<file path="config.mk">
export PLATFORM = sky130hd
export DESIGN_NAME = asram_ctrl
export DESIGN_NICKNAME = d
export VERILOG_FILES = /design/src/rtl/asram_pkg.sv /design/src/rtl/asram_interval.sv /design/src/rtl/asram_strobes.sv /design/src/rtl/asram_ctrl.sv
export SDC_FILE = /design/constraint.sdc
export NUM_CORES = 1
export LEC_CHECK = 0
export ABC_AREA = 0
export CAP_MARGIN = 20
export CORE_MARGIN = 1
export CORE_UTILIZATION = 38
export CTS_CLUSTER_SIZE = 10
export DETAILED_ROUTE_END_ITERATION = 7
export GPL_TIMING_DRIVEN = 1
export PLACE_DENSITY = 0.76
export RECOVER_POWER = 50
export SYNTH_ARGS = -nofsm -noshare
export SYNTH_HDL_FRONTEND = slang
export SYNTH_HIERARCHICAL = 1
export SYNTH_SLANG_ARGS = --single-unit
</file>
<file path="constraint.sdc">
create_clock -name clk -period 1.9 [get_ports clk]
set_clock_uncertainty 0.05 [all_clocks]
set_input_delay 0.38 -clock clk [delete_from_list [all_inputs] [get_ports clk]]
set_output_delay 0.38 -clock clk [all_outputs]
set_load 0.01 [all_outputs]
</file>
<file path="src/rtl/asram_pkg.sv">
`timescale 1ns/1ps
package asram_pkg;
  typedef enum logic [2:0] {
    ST_IDLE, ST_RD_ACT, ST_RD_REL, ST_WR_PULSE, ST_WR_TAIL
  } asram_state_e;

  // Whole cycles covering an interval (both in picoseconds).
  function automatic int cycles_for(input int t_ps, input int clk_ps);
    return (t_ps + clk_ps - 1) / clk_ps;
  endfunction

  function automatic int max2(input int a, input int b);
    return (a > b) ? a : b;
  endfunction

  function automatic int max4(input int a, input int b, input int c, input int d);
    return max2(max2(a, b), max2(c, d));
  endfunction

  function automatic int bits_for(input int v);
    int n = 1;
    while ((1 << n) <= v) n++;
    return n;
  endfunction
endpackage

</file>
<file path="src/rtl/asram_interval.sv">
`timescale 1ns/1ps
module asram_interval #(
  parameter int CW = 4
) (
  input  logic          clk,
  input  logic          rst_n,
  input  logic          load,
  input  logic [CW-1:0] load_val,
  output logic          expired
);
  logic [CW-1:0] cnt;

  always_ff @(posedge clk or negedge rst_n) begin
    if (!rst_n)          cnt <= '0;
    else if (load)       cnt <= load_val;
    else if (cnt != '0)  cnt <= cnt - 1'b1;
  end

  assign expired = (cnt == '0);
endmodule

</file>
<file path="src/rtl/asram_strobes.sv">
`timescale 1ns/1ps
module asram_strobes
  import asram_pkg::*;
#(
  parameter bit WRITE_BY_CE = 1'b0
) (
  input  logic         clk,
  input  logic         rst_n,
  input  asram_state_e nxt_state,
  output logic         ce_n,
  output logic         we_n,
  output logic         oe_n,
  output logic         dq_oe
);
  logic ce_d, we_d, oe_d, dr_d;
  logic tail_ce, tail_we;

  generate
    if (WRITE_BY_CE) begin : g_ce_term
      assign tail_ce = 1'b0;
      assign tail_we = 1'b1;
    end else begin : g_we_term
      assign tail_ce = 1'b1;
      assign tail_we = 1'b0;
    end
  endgenerate

  always_comb begin
    ce_d = 1'b0; we_d = 1'b0; oe_d = 1'b0; dr_d = 1'b0;
    case (nxt_state)
      ST_RD_ACT:   begin ce_d = 1'b1; oe_d = 1'b1; end
      ST_WR_PULSE: begin ce_d = 1'b1; we_d = 1'b1; dr_d = 1'b1; end
      ST_WR_TAIL:  begin ce_d = tail_ce; we_d = tail_we; dr_d = 1'b1; end
      default:     ;
    endcase
  end

  always_ff @(posedge clk or negedge rst_n) begin
    if (!rst_n) begin
      ce_n <= 1'b1; we_n <= 1'b1; oe_n <= 1'b1; dq_oe <= 1'b0;
    end else begin
      ce_n <= !ce_d; we_n <= !we_d; oe_n <= !oe_d; dq_oe <= dr_d;
    end
  end

  p_oe_high_in_write_r9: assert property (@(posedge clk) disable iff (!rst_n)
    (!we_n || dq_oe) |-> oe_n);
endmodule

</file>
<file path="src/rtl/asram_ctrl.sv">
`timescale 1ns/1ps
module asram_ctrl
  import asram_pkg::*;
#(
  parameter int AW          = 19,
  parameter int DW          = 8,
  parameter bit WRITE_BY_CE = 1'b0,
  parameter int CLK_PS      = 8000,
  parameter int T_RC_PS     = 70000,
  parameter int T_AA_PS     = 70000,
  parameter int T_ACE_PS    = 70000,
  parameter int T_DOE_PS    = 35000,
  parameter int T_WC_PS     = 70000,
  parameter int T_SCE_PS    = 60000,
  parameter int T_AW_PS     = 60000,
  parameter int T_PWE_PS    = 50000,
  parameter int T_SD_PS     = 30000,
  parameter int T_HZ_PS     = 25000
) (
  input  logic          clk,
  input  logic          rst_n,
  input  logic          req_valid,
  output logic          req_ready,
  input  logic          req_write,
  input  logic [AW-1:0] req_addr,
  input  logic [DW-1:0] req_wdata,
  output logic          rsp_done,
  output logic [DW-1:0] rsp_rdata,
  output logic          sram_ce_n,
  output logic          sram_we_n,
  output logic          sram_oe_n,
  output logic [AW-1:0] sram_addr,
  output logic [DW-1:0] sram_dq_out,
  output logic          sram_dq_oe,
  input  logic [DW-1:0] sram_dq_in
);
  localparam int ACC  = max2(cycles_for(max4(T_AA_PS, T_ACE_PS, T_DOE_PS, 0), CLK_PS),
                             cycles_for(T_RC_PS, CLK_PS));
  localparam int PW   = max2(1, cycles_for(max4(T_PWE_PS, T_SCE_PS, T_AW_PS, T_SD_PS), CLK_PS));
  localparam int TAIL = max2(1, cycles_for(T_WC_PS, CLK_PS) - PW);
  localparam int REL  = max2(1, cycles_for(T_HZ_PS, CLK_PS));
  localparam int CW   = bits_for(max4(ACC, PW, TAIL, REL));

  asram_state_e  state, nxt_state;
  logic          accept, ld, expired, rd_cap, wr_fin;
  logic [CW-1:0] ld_val;

  assign req_ready = (state == ST_IDLE);
  assign accept    = req_valid && req_ready;

  always_comb begin
    nxt_state = state;
    ld = 1'b0; ld_val = '0; rd_cap = 1'b0; wr_fin = 1'b0;
    case (state)
      ST_IDLE: if (accept) begin
        ld = 1'b1;
        if (req_write) begin nxt_state = ST_WR_PULSE; ld_val = CW'(PW - 1);  end
        else           begin nxt_state = ST_RD_ACT;   ld_val = CW'(ACC - 1); end
      end
      ST_RD_ACT: if (expired) begin
        nxt_state = ST_RD_REL; ld = 1'b1; ld_val = CW'(REL - 1); rd_cap = 1'b1;
      end
      ST_RD_REL: if (expired) nxt_state = ST_IDLE;
      ST_WR_PULSE: if (expired) begin
        nxt_state = ST_WR_TAIL; ld = 1'b1; ld_val = CW'(TAIL - 1);
      end
      ST_WR_TAIL: if (expired) begin nxt_state = ST_IDLE; wr_fin = 1'b1; end
      default: nxt_state = ST_IDLE;
    endcase
  end

  always_ff @(posedge clk or negedge rst_n) begin
    if (!rst_n) begin
      state <= ST_IDLE; rsp_done <= 1'b0; rsp_rdata <= '0;
      sram_addr <= '0; sram_dq_out <= '0;
    end else begin
      state    <= nxt_state;
      rsp_done <= rd_cap || wr_fin;
      if (rd_cap) rsp_rdata <= sram_dq_in;
      if (accept) begin
        sram_addr   <= req_addr;
        sram_dq_out <= req_wdata;
      end
    end
  end

  asram_interval #(.CW(CW)) i_interval (
    .clk(clk), .rst_n(rst_n), .load(ld), .load_val(ld_val), .expired(expired)
  );

  asram_strobes #(.WRITE_BY_CE(WRITE_BY_CE)) i_strobes (
    .clk(clk), .rst_n(rst_n), .nxt_state(nxt_state),
    .ce_n(sram_ce_n), .we_n(sram_we_n), .oe_n(sram_oe_n), .dq_oe(sram_dq_oe)
  );

  // Assertion support: cycles since output enable went high, and the length of the write overlap.
  logic [CW-1:0] oe_hi_cnt, wr_low_cnt;
  logic          wr_overlap;
  assign wr_overlap = !sram_ce_n && !sram_we_n;

  always_ff @(posedge clk or negedge rst_n) begin
    if (!rst_n) begin
      oe_hi_cnt <= CW'(REL); wr_low_cnt <= '0;
    end else begin
      if (!sram_oe_n) oe_hi_cnt <= '0;
      else if (oe_hi_cnt < CW'(REL)) oe_hi_cnt <= oe_hi_cnt + 1'b1;
      if (!wr_overlap) wr_low_cnt <= '0;
      else if (wr_low_cnt < CW'(PW)) wr_low_cnt <= wr_low_cnt + 1'b1;
    end
  end

  p_turnaround_r5: assert property (@(posedge clk) disable iff (!rst_n)
    $rose(sram_dq_oe) |-> (oe_hi_cnt >= CW'(REL)));
  p_write_width_r6: assert property (@(posedge clk) disable iff (!rst_n)
    (!wr_overlap && $past(wr_overlap)) |-> (wr_low_cnt >= CW'(PW)));
  p_busy_not_ready_r2: assert property (@(posedge clk) disable iff (!rst_n)
    (!sram_ce_n || !sram_we_n || !sram_oe_n) |-> !req_ready);
  p_done_single_r11: assert property (@(posedge clk) disable iff (!rst_n)
    rsp_done |=> !rsp_done);
  p_addr_stable_r10: assert property (@(posedge clk) disable iff (!rst_n)
    ((!sram_ce_n || !sram_we_n) && $past(!sram_ce_n || !sram_we_n)) |->
      ($stable(sram_addr) && $stable(sram_dq_out)));
  p_no_drive_on_read_r9: assert property (@(posedge clk) disable iff (!rst_n)
    sram_dq_oe |-> sram_oe_n);
endmodule

</file>
Yosys cells after proc, flatten, opt, wreduce, memory -nomap -nowiden:

Cells that the tools add are included.

* register bits: 47
* input port bits: 39
* output and inout bits: 41
* word-level logic and storage cells: 52

* add/subtract/negate cells: 1
* equal/unequal tests: 7
* multiplexer cells: 21
* reductions and logical operators: 13

Operators by type and width (number)
* $mux W4: 4
* $mux W3: 4
* $pmux W3 S4: 1
* $eq A3 B2 Y1 const B: 3
* $mux W1: 8
* $pmux W4 S2: 1
* $eq A3 B1 Y1 const B: 2
* $eq A3 B3 Y1 const B: 2
* $reduce_or A2 Y1: 3
* $logic_not A4 Y1: 1
* $mux W2: 2
* $reduce_bool A4 Y1: 1
* $sub A4 B1 Y4 const B: 1
* $logic_not A1 Y1: 3
* $logic_not A3 Y1: 1
* $reduce_or A3 Y1: 1
* $pmux W1 S2: 1
* $reduce_bool A2 Y1: 1
* $logic_and A1 B1 Y1: 1
* $logic_or A1 B1 Y1: 1

Depth between registers and ports, before layout:

Gate-level depths: netlist of the first run.

* depth in word-level cells: 8
* mapped depth: 8
* gate-level depth less buffers: 7

Modules after synthesis:

Netlist of the first run, hierarchy kept.

Modules (own cells, without submodules)
* asram_ctrl: instances 1, cells each 100, area an instance 1574.0 µm², sequential area each 975.9 µm²
* asram_interval: instances 1, cells each 22, area an instance 234.0 µm², sequential area each 100.1 µm²
* asram_strobes: instances 1, cells each 9, area an instance 143.9 µm², sequential area each 103.8 µm²

Worst setup path after synthesis of the first run:

No wires, ideal clock.

* path type: flip-flop to flip-flop
* start: register i_interval.cnt[0]
* end: register i_strobes.dq_oe
* setup time: 119 ps
* data arrival time: 1945 ps
* required time: 1731 ps
* setup slack: -214 ps
* stages on the path, launching flop included: 8
* path buffers: 0
* clock period less this slack: 2114 ps
* cells stage by stage: dfrtp_1 > inv_1 > ha_1 > nor3b_4 > or4b_2 > o21ai_0 > nand3b_1 > a21bo_2

* cells in the longest elaborated chain, start to end: 6
* elaborated cells between the ends (all ways): 9
* those cells by class: eq/ne (2); mux (5); reduce/logical (2)

Ends and longest elaborated chain
* start, declared: line asram_interval.sv:11 `logic [CW-1:0] cnt;`
* start signal, assigned: line asram_interval.sv:15 `else if (load) cnt <= load_val;`
* start signal, assigned: line asram_interval.sv:16 `else if (cnt != '0) cnt <= cnt - 1'b1;`
* $logic_not A4 Y1 (*): line asram_interval.sv:19 `assign expired = (cnt == '0);`
* named net expired: line asram_ctrl.sv:45 `logic accept, ld, expired, rd_cap, wr_fin;`
* $mux W3, on equally long branches
* $pmux W3 S4 (*): line asram_ctrl.sv:54 `case (state)`
* named net nxt_state[2]: line asram_ctrl.sv:44 `asram_state_e state, nxt_state;`
* $eq A3 B2 Y1 or $eq A3 B3 Y1 (tied branches): line asram_strobes.sv:30 `case (nxt_state)`
* $reduce_or A2 Y1 (no source line) (*)
* $mux W1 (*): line asram_strobes.sv:30
* named net i_strobes.dr_d: line asram_strobes.sv:15 `logic ce_d, we_d, oe_d, dr_d;`
* end signal, assigned: line asram_strobes.sv:42 `ce_n <= !ce_d; we_n <= !we_d; oe_n <= !oe_d; dq_oe <= dr_d;`
* end, declared: line asram_strobes.sv:13 `output logic dq_oe`

The timed path passes the listed nets; every way through them passes the cells marked *.
A chain may end at the register's enable or synchronous reset.

Final worst setup path of the first run:

* start: register i_interval.cnt[1]
* end: register i_strobes.dq_oe

The elaborated chain is that of the path after synthesis.

==> results.tsv, run 1 <==
metric	value	unit
syn-instance-count	131	
cts_root_buffer	clkbuf_8	
gp_congestion	0.727	
wl_per_cell	13.9	um
fin_ws	-85.4	ps
clock_latency	290	ps
worstPathArrival	2120	ps
slew_violations	0	
postRouteAntennaNets	0	
post-route-util	65.2	%
slowest_delay	490	ps
final_cell_mix	77 x clkdlybuf4s50_1, 43 x dfrtp_1, 27 x mux2_2, 21 x buf_4, 8 x mux2_1	
placed_cells	288	
ios	80	
finalNetCount	275	
yosysWarnings	6	
finalSetupViolations	10	
power.switching	1.65	mW
rrSetupSlack	-90	ps
clk_pin_slew	90	ps
p_sw_share	30.7	%
timing.final.hold_violations	0	
synth_edf_count	0	
startpoint_type	register	
grt.total_usage	16.5	%
max_freq	0.504	GHz
whs_endpoint	sram_dq_out[6]	
die_h	73.7	um
peakVddDrop	0.812	mV
antenna_found_initial	0	
violations	setup timing	
port_buffers	79	
ys_ff_latch	47	
start_util	40.5	%
reg2reg_depth	8	
final-seq-area	1180	um2
p_int	3.72	mW
min_period	1990	ps
holdPathStages	1	
cpMaxStageDelayCell	or4b_4	
die_w	73.7	um
p_comb_share	52.6	%
multiInputGateArea	748	um2
worstPathMaxFanout	7	
async_flop_share	100	%
tightest_slew	915	ps
cts.path.max_buffers	2	
max-slew-margin-rel	39.0	%
synth_ff_type	dfrtp_1	
drt_wl_total	4220	um
grt_pass1_vias	1471	
dr.pass1.iters	4	
drive_gt1_share	32.6	%
gr-total-overflow	0	
coreArea	4820	um2
power_leakage	1.31	nW
crit_chain	inv_2, ha_4, nor3b_4, buf_6, or4b_4, o21ai_4, nand3b_1, a21bo_2	
power_density	1710	nW/um2
h-tree-depth	2	
required	2040	ps
whs	438	ps
p_clk_share	14.1	%
area_growth	61.0	%
outcome	finished, violations left	
via_per_inst	4.60	
grt_max_degree	32	
dieArea	5430	um2
cts_num_sinks	47	
total_power	5.37	mW
layout_commonest_cell	clkdlybuf4s50_1	
hp-start	sram_dq_out[6]	
hold_class	register to register	
rsz0062_at_grt	yes	
drv_cap	0	
row_count	25	
path_class	register to register	
hpwl	2960	um
fin_crit_sh	104	%
synth_area	1950	um2
r2r-start	i_interval/cnt[1]	
ys_seq_area_share	60.4	%
endpoint_kind	register	
grt_pass1_wl	6730	um
remaining_drc_errors	0	
cts_tree	built	
diodes	0	
fillers	385	
ys_types	34	
first_iter_violations	62	
final_cells	303	
vias	1394	
timing.rr.end	i_strobes/dq_oe	
synth_nets	171	
numCtsBuffers	5	
avgSynthCellArea	14.9	um2
p_seq_share	33.3	%
[state kept, by name, indices dropped and copies added, names as in the netlist]
register and cells:
sram_addr 19, i_strobes/dq_oe 1, i_strobes/oe_n 1, i_strobes/we_n 1, state 3, i_interval/cnt 4, sram_dq_out 8, i_strobes/ce_n 1
rsp_rdata 8, rsp_done 1
[cells in the mapped netlist, types with 2 or more instances]
master    number  share of area [%]
mux2_1         8                4.6
o21ai_0        2               0.51
a21oi_1        3               0.77
xnor2_1        2               0.90
nand3b_1       2               0.77
nand2_1        3               0.58
nor3b_1        2               0.77
nor2b_1        2               0.64
buf_6          3                1.7
dfrtp_1       44                 56
mux2_2        28                 16
buf_4          2               0.77
nor3_1         3               0.77
dfstp_2        3                4.0
buf_2          2               0.51
inv_1          2               0.38
mux2i_1        3                1.5
[cell families (layout without fill, tap and decap cells)]
family                     count (synthesis)  count (layout)  synth area share [%]
AOI/OAI and AO/OA                         10              10                  3.40
and+or+nand+nor                           22              22                  8.72
xor gates and xnor gates                   2               2                 0.898
adders and majority gates                  1               1                 0.641
buffers and inverters                     10             115                  3.59
DFF                                       47              47                  60.4
muxes                                     39              39                  22.3
[repair_timing]
action | in CTS | in global routing
resized for setup | 5 | 6
setup endpoints to repair | 15 | 13
buffers inserted | 4 | 2
endpoints found under the hold margin | 16 | 0
pin swaps | 0 | 1
hold buffers | 1 | 0
[per-stage QoR]
stage	instance area, um2	TNS (ps)	setup slack [ps]
after global routing	3140	-1630	-155
after detailed placement	2940	-4260	-267
after global placement	2940	-3510	-249
after CTS	3110	-532	-85.2
after floorplan	1960	-32.5	-32.5
final	3140	-512	-85.4
[layer usage]
metal	global-route usage, %	part of all wire, %
met3	2.61	2.6
met5	0	0
met4	6.41	1.5
met2	29.4	55
met1	19.9	41
[area by class of cell]
type,count,area share (%)
sequential,47,37.6
timing repair buffer,105,32.0
multi-input combinational,74,23.8
tap,67,2.67
clock buffer,6,2.63
clock inverter,2,1.11
inverter,2,0.239
[worst max-delay path by stage]
stage / cells after the start / startpoint / endpoint
after floorplan: 7 / i_interval/cnt[1] / i_strobes/dq_oe
after global placement: 6 / req_valid / i_interval/cnt[3]
after detailed placement: 6 / req_valid / i_interval/cnt[3]
after CTS: 8 / i_interval/cnt[1] / i_strobes/dq_oe
after global routing: 6 / i_interval/cnt[1] / rsp_rdata[0]
final: 8 / i_interval/cnt[1] / i_strobes/dq_oe
[worst max-delay path, delay by kind of cell, from the launching register on]
family	cells	cell delay, ps
simple gates	3	800
fa+ha+maj	1	150
flops	1	370
buf+inv	2	190
compound gates	2	320
[power groups by stage]
| stage | Sequential (mW) | Combinational, mW | Clock [mW] |
|---|---|---|---|
| after floorplan | 1.96 | 1.10 | 0 |
| after global placement | 1.79 | 2.59 | 0 |
| after detailed placement | 1.81 | 2.64 | 0 |
| after CTS | 1.79 | 2.75 | 0.778 |
| after global routing | 1.85 | 3.04 | 0.805 |
| final | 1.79 | 2.82 | 0.758 |
Note: power is estimated with default switching activity, not from simulation.
==> run 2, diff against run 1 <==
CORE_MARGIN = 2   (was 1)
PLACE_DENSITY = 0.75   (was 0.76)
==> results.tsv, run 2 (synthesis results as in run 1) <==
metric	value	unit	change
max-slew-margin-rel	67.1	%	+28 points
grt_pass1_vias	1474		+0.20%
endpoint_kind	register		
path_class	register to register		
start_util	38.7	%	-1.8 points
cts_root_buffer	clkbuf_8		
fin_area	3140	um2	-0.12%
slowest_delay	400	ps	-90 ps
largest_reg_flops	19		unchanged
slew_violations	0		unchanged
ios	80		unchanged
postRouteAntennaNets	0		unchanged
rsz0062_at_grt	yes		
antenna_found_initial	0		unchanged
finalSetupViolations	0		-10
worstPathArrival	2000	ps	-120 ps
max_freq	0.534	GHz	+6.0%
hold_class	register to register		
dr.pass1.iters	4		unchanged
drv_cap	0		unchanged
crit_chain	inv_2, ha_4, nor3b_4, nor4bb_4, buf_6, mux2_4		
diodes	0		unchanged
power_leakage	1.32	nW	+0.45%
top_regs	sram_addr: 19 flops, rsp_rdata: 8 flops, sram_dq_out: 8 flops		
first_iter_violations	43		-31%
area_growth	60.8	%	
regMostFlops	sram_addr		
cpMaxStageDelayCell	dfrtp_1		
vias	1404		+0.72%
via_per_inst	4.62		+0.39%
grt_pass1_wl	6590	um	-2.2%
required	2030	ps	about the same
clock_latency	290	ps	about the same
numCtsBuffers	5		unchanged
h-tree-depth	2		unchanged
timing.final.hold_violations	0		unchanged
outcome	completed		
multiInputGateArea	777	um2	+3.8%
cts.path.max_buffers	2		unchanged
cts_num_sinks	47		unchanged
worstPathMaxFanout	8		+1
final-seq-area	1180	um2	unchanged
coreArea	5040	um2	+4.7%
startpoint_type	register		
total_power	5.22	mW	-2.8%
drive_gt1_share	32.5	%	-0.15 points
tightest_slew	493	ps	-421 ps
peakVddDrop	0.843	mV	+3.8%
drt_wl_total	4140	um	-2.0%
remaining_drc_errors	0		unchanged
fin_crit_sh	98.6	%	-5.9 points
placed_cell_area	2930	um2	-0.38%
layout_commonest_cell	clkdlybuf4s50_1		
finalNetCount	273		-0.73%
gr-total-overflow	0		unchanged
wl_per_cell	13.6	um	-2.3%
cts_tree	built		
port_buffers	79		unchanged
grt_max_degree	30		-6.3%
final_cells	304		+0.33%
gp_congestion	0.713		-1.9%
power_density	1660	nW/um2	-2.7%
hpwl	2900	um	-2.2%
fillers	422		+9.6%
finalSetupTns	0	ps	+512 ps
die_w	75.7	um	+2.7%
clk_pin_slew	80	ps	about the same
dieArea	5730	um2	+5.5%
min_period	1870	ps	-112 ps
placed_cells	289		+0.35%
grt.total_usage	15.6	%	-0.88 points
die_h	75.7	um	+2.7%
final_cell_mix	77 x clkdlybuf4s50_1, 43 x dfrtp_1, 20 x mux2_2, 20 x buf_4		
row_count	26		+4.0%
-- run 2: routing by layer --
metal / track usage [%] / share of wire [%] / vias to the layer above
met2: 22.6 / 48 / 49
met4: 5.26 / 1.3 / 0
li1: - / - / 662
met5: 0 / 0 / -
met1: 20.7 / 42 / 687
met3: 7.54 / 8.8 / 6
-- run 2: layout make-up --
cell class,count,share of cell area (%)
Multi-Input combinational cell,74,24.8
Clock buffer,6,2.63
Inverter,2,0.239
Sequential cell,47,37.6
Clock inverter,2,0.518
Timing Repair Buffer,103,31.4
Tap cell,70,2.79
-- run 2: what timing repair did --
action | CTS | global route
setup endpoints to repair | 11 | 14
hold buffers | 1 | 0
setup buffers | 3 | 3
endpoints found under the hold margin | 17 | 0
resized for setup | 12 | 5
pin swaps | 1 | 2
-- run 2: stage by stage --
step / utilization, % / worst slack [ps] / hold WS [ps]
floorplan: - / -32.5 / 34.4
global placement: 58.0 / -241 / 315
detailed placement: 58.0 / -260 / 308
CTS: 61.6 / -40.0 / 450
global route: 62.3 / -100 / 459
finish: 62.3 / 26.5 / 443
-- run 2: path summary, 6_finish.rpt --
check / startpoint / end / slack (ps) / depth (start not counted)
worst max-delay path: i_interval/cnt[0] / rsp_rdata[7] / 30 / 6
worst min-delay path: sram_addr[0] / sram_addr[0] / 440 / 1
worst max register to register: i_interval/cnt[0] / rsp_rdata[7] / 30 / 6
worst min register to register: sram_addr[0] / sram_addr[0] / 440 / 1
max in group asynchronous: rst_n / i_strobes/ce_n / 420 / 3
min in group asynchronous: rst_n / sram_addr[4] / 520 / 2
-- run 2: worst max-delay path, delay by kind of cell (launching register included) --
kind	cells	cell delay, ps
DFF	1	400
buffers and inverters	2	280
muxes	1	310
adders and majority gates	1	130
and+or+nand+nor	2	590
-- run 2: where the power goes --
group	switching, mW	leakage [nW]	internal, mW
logic	1.05	0.709	1.79
clock network	0.326	0.0474	0.297
registers	0.251	0.561	1.51
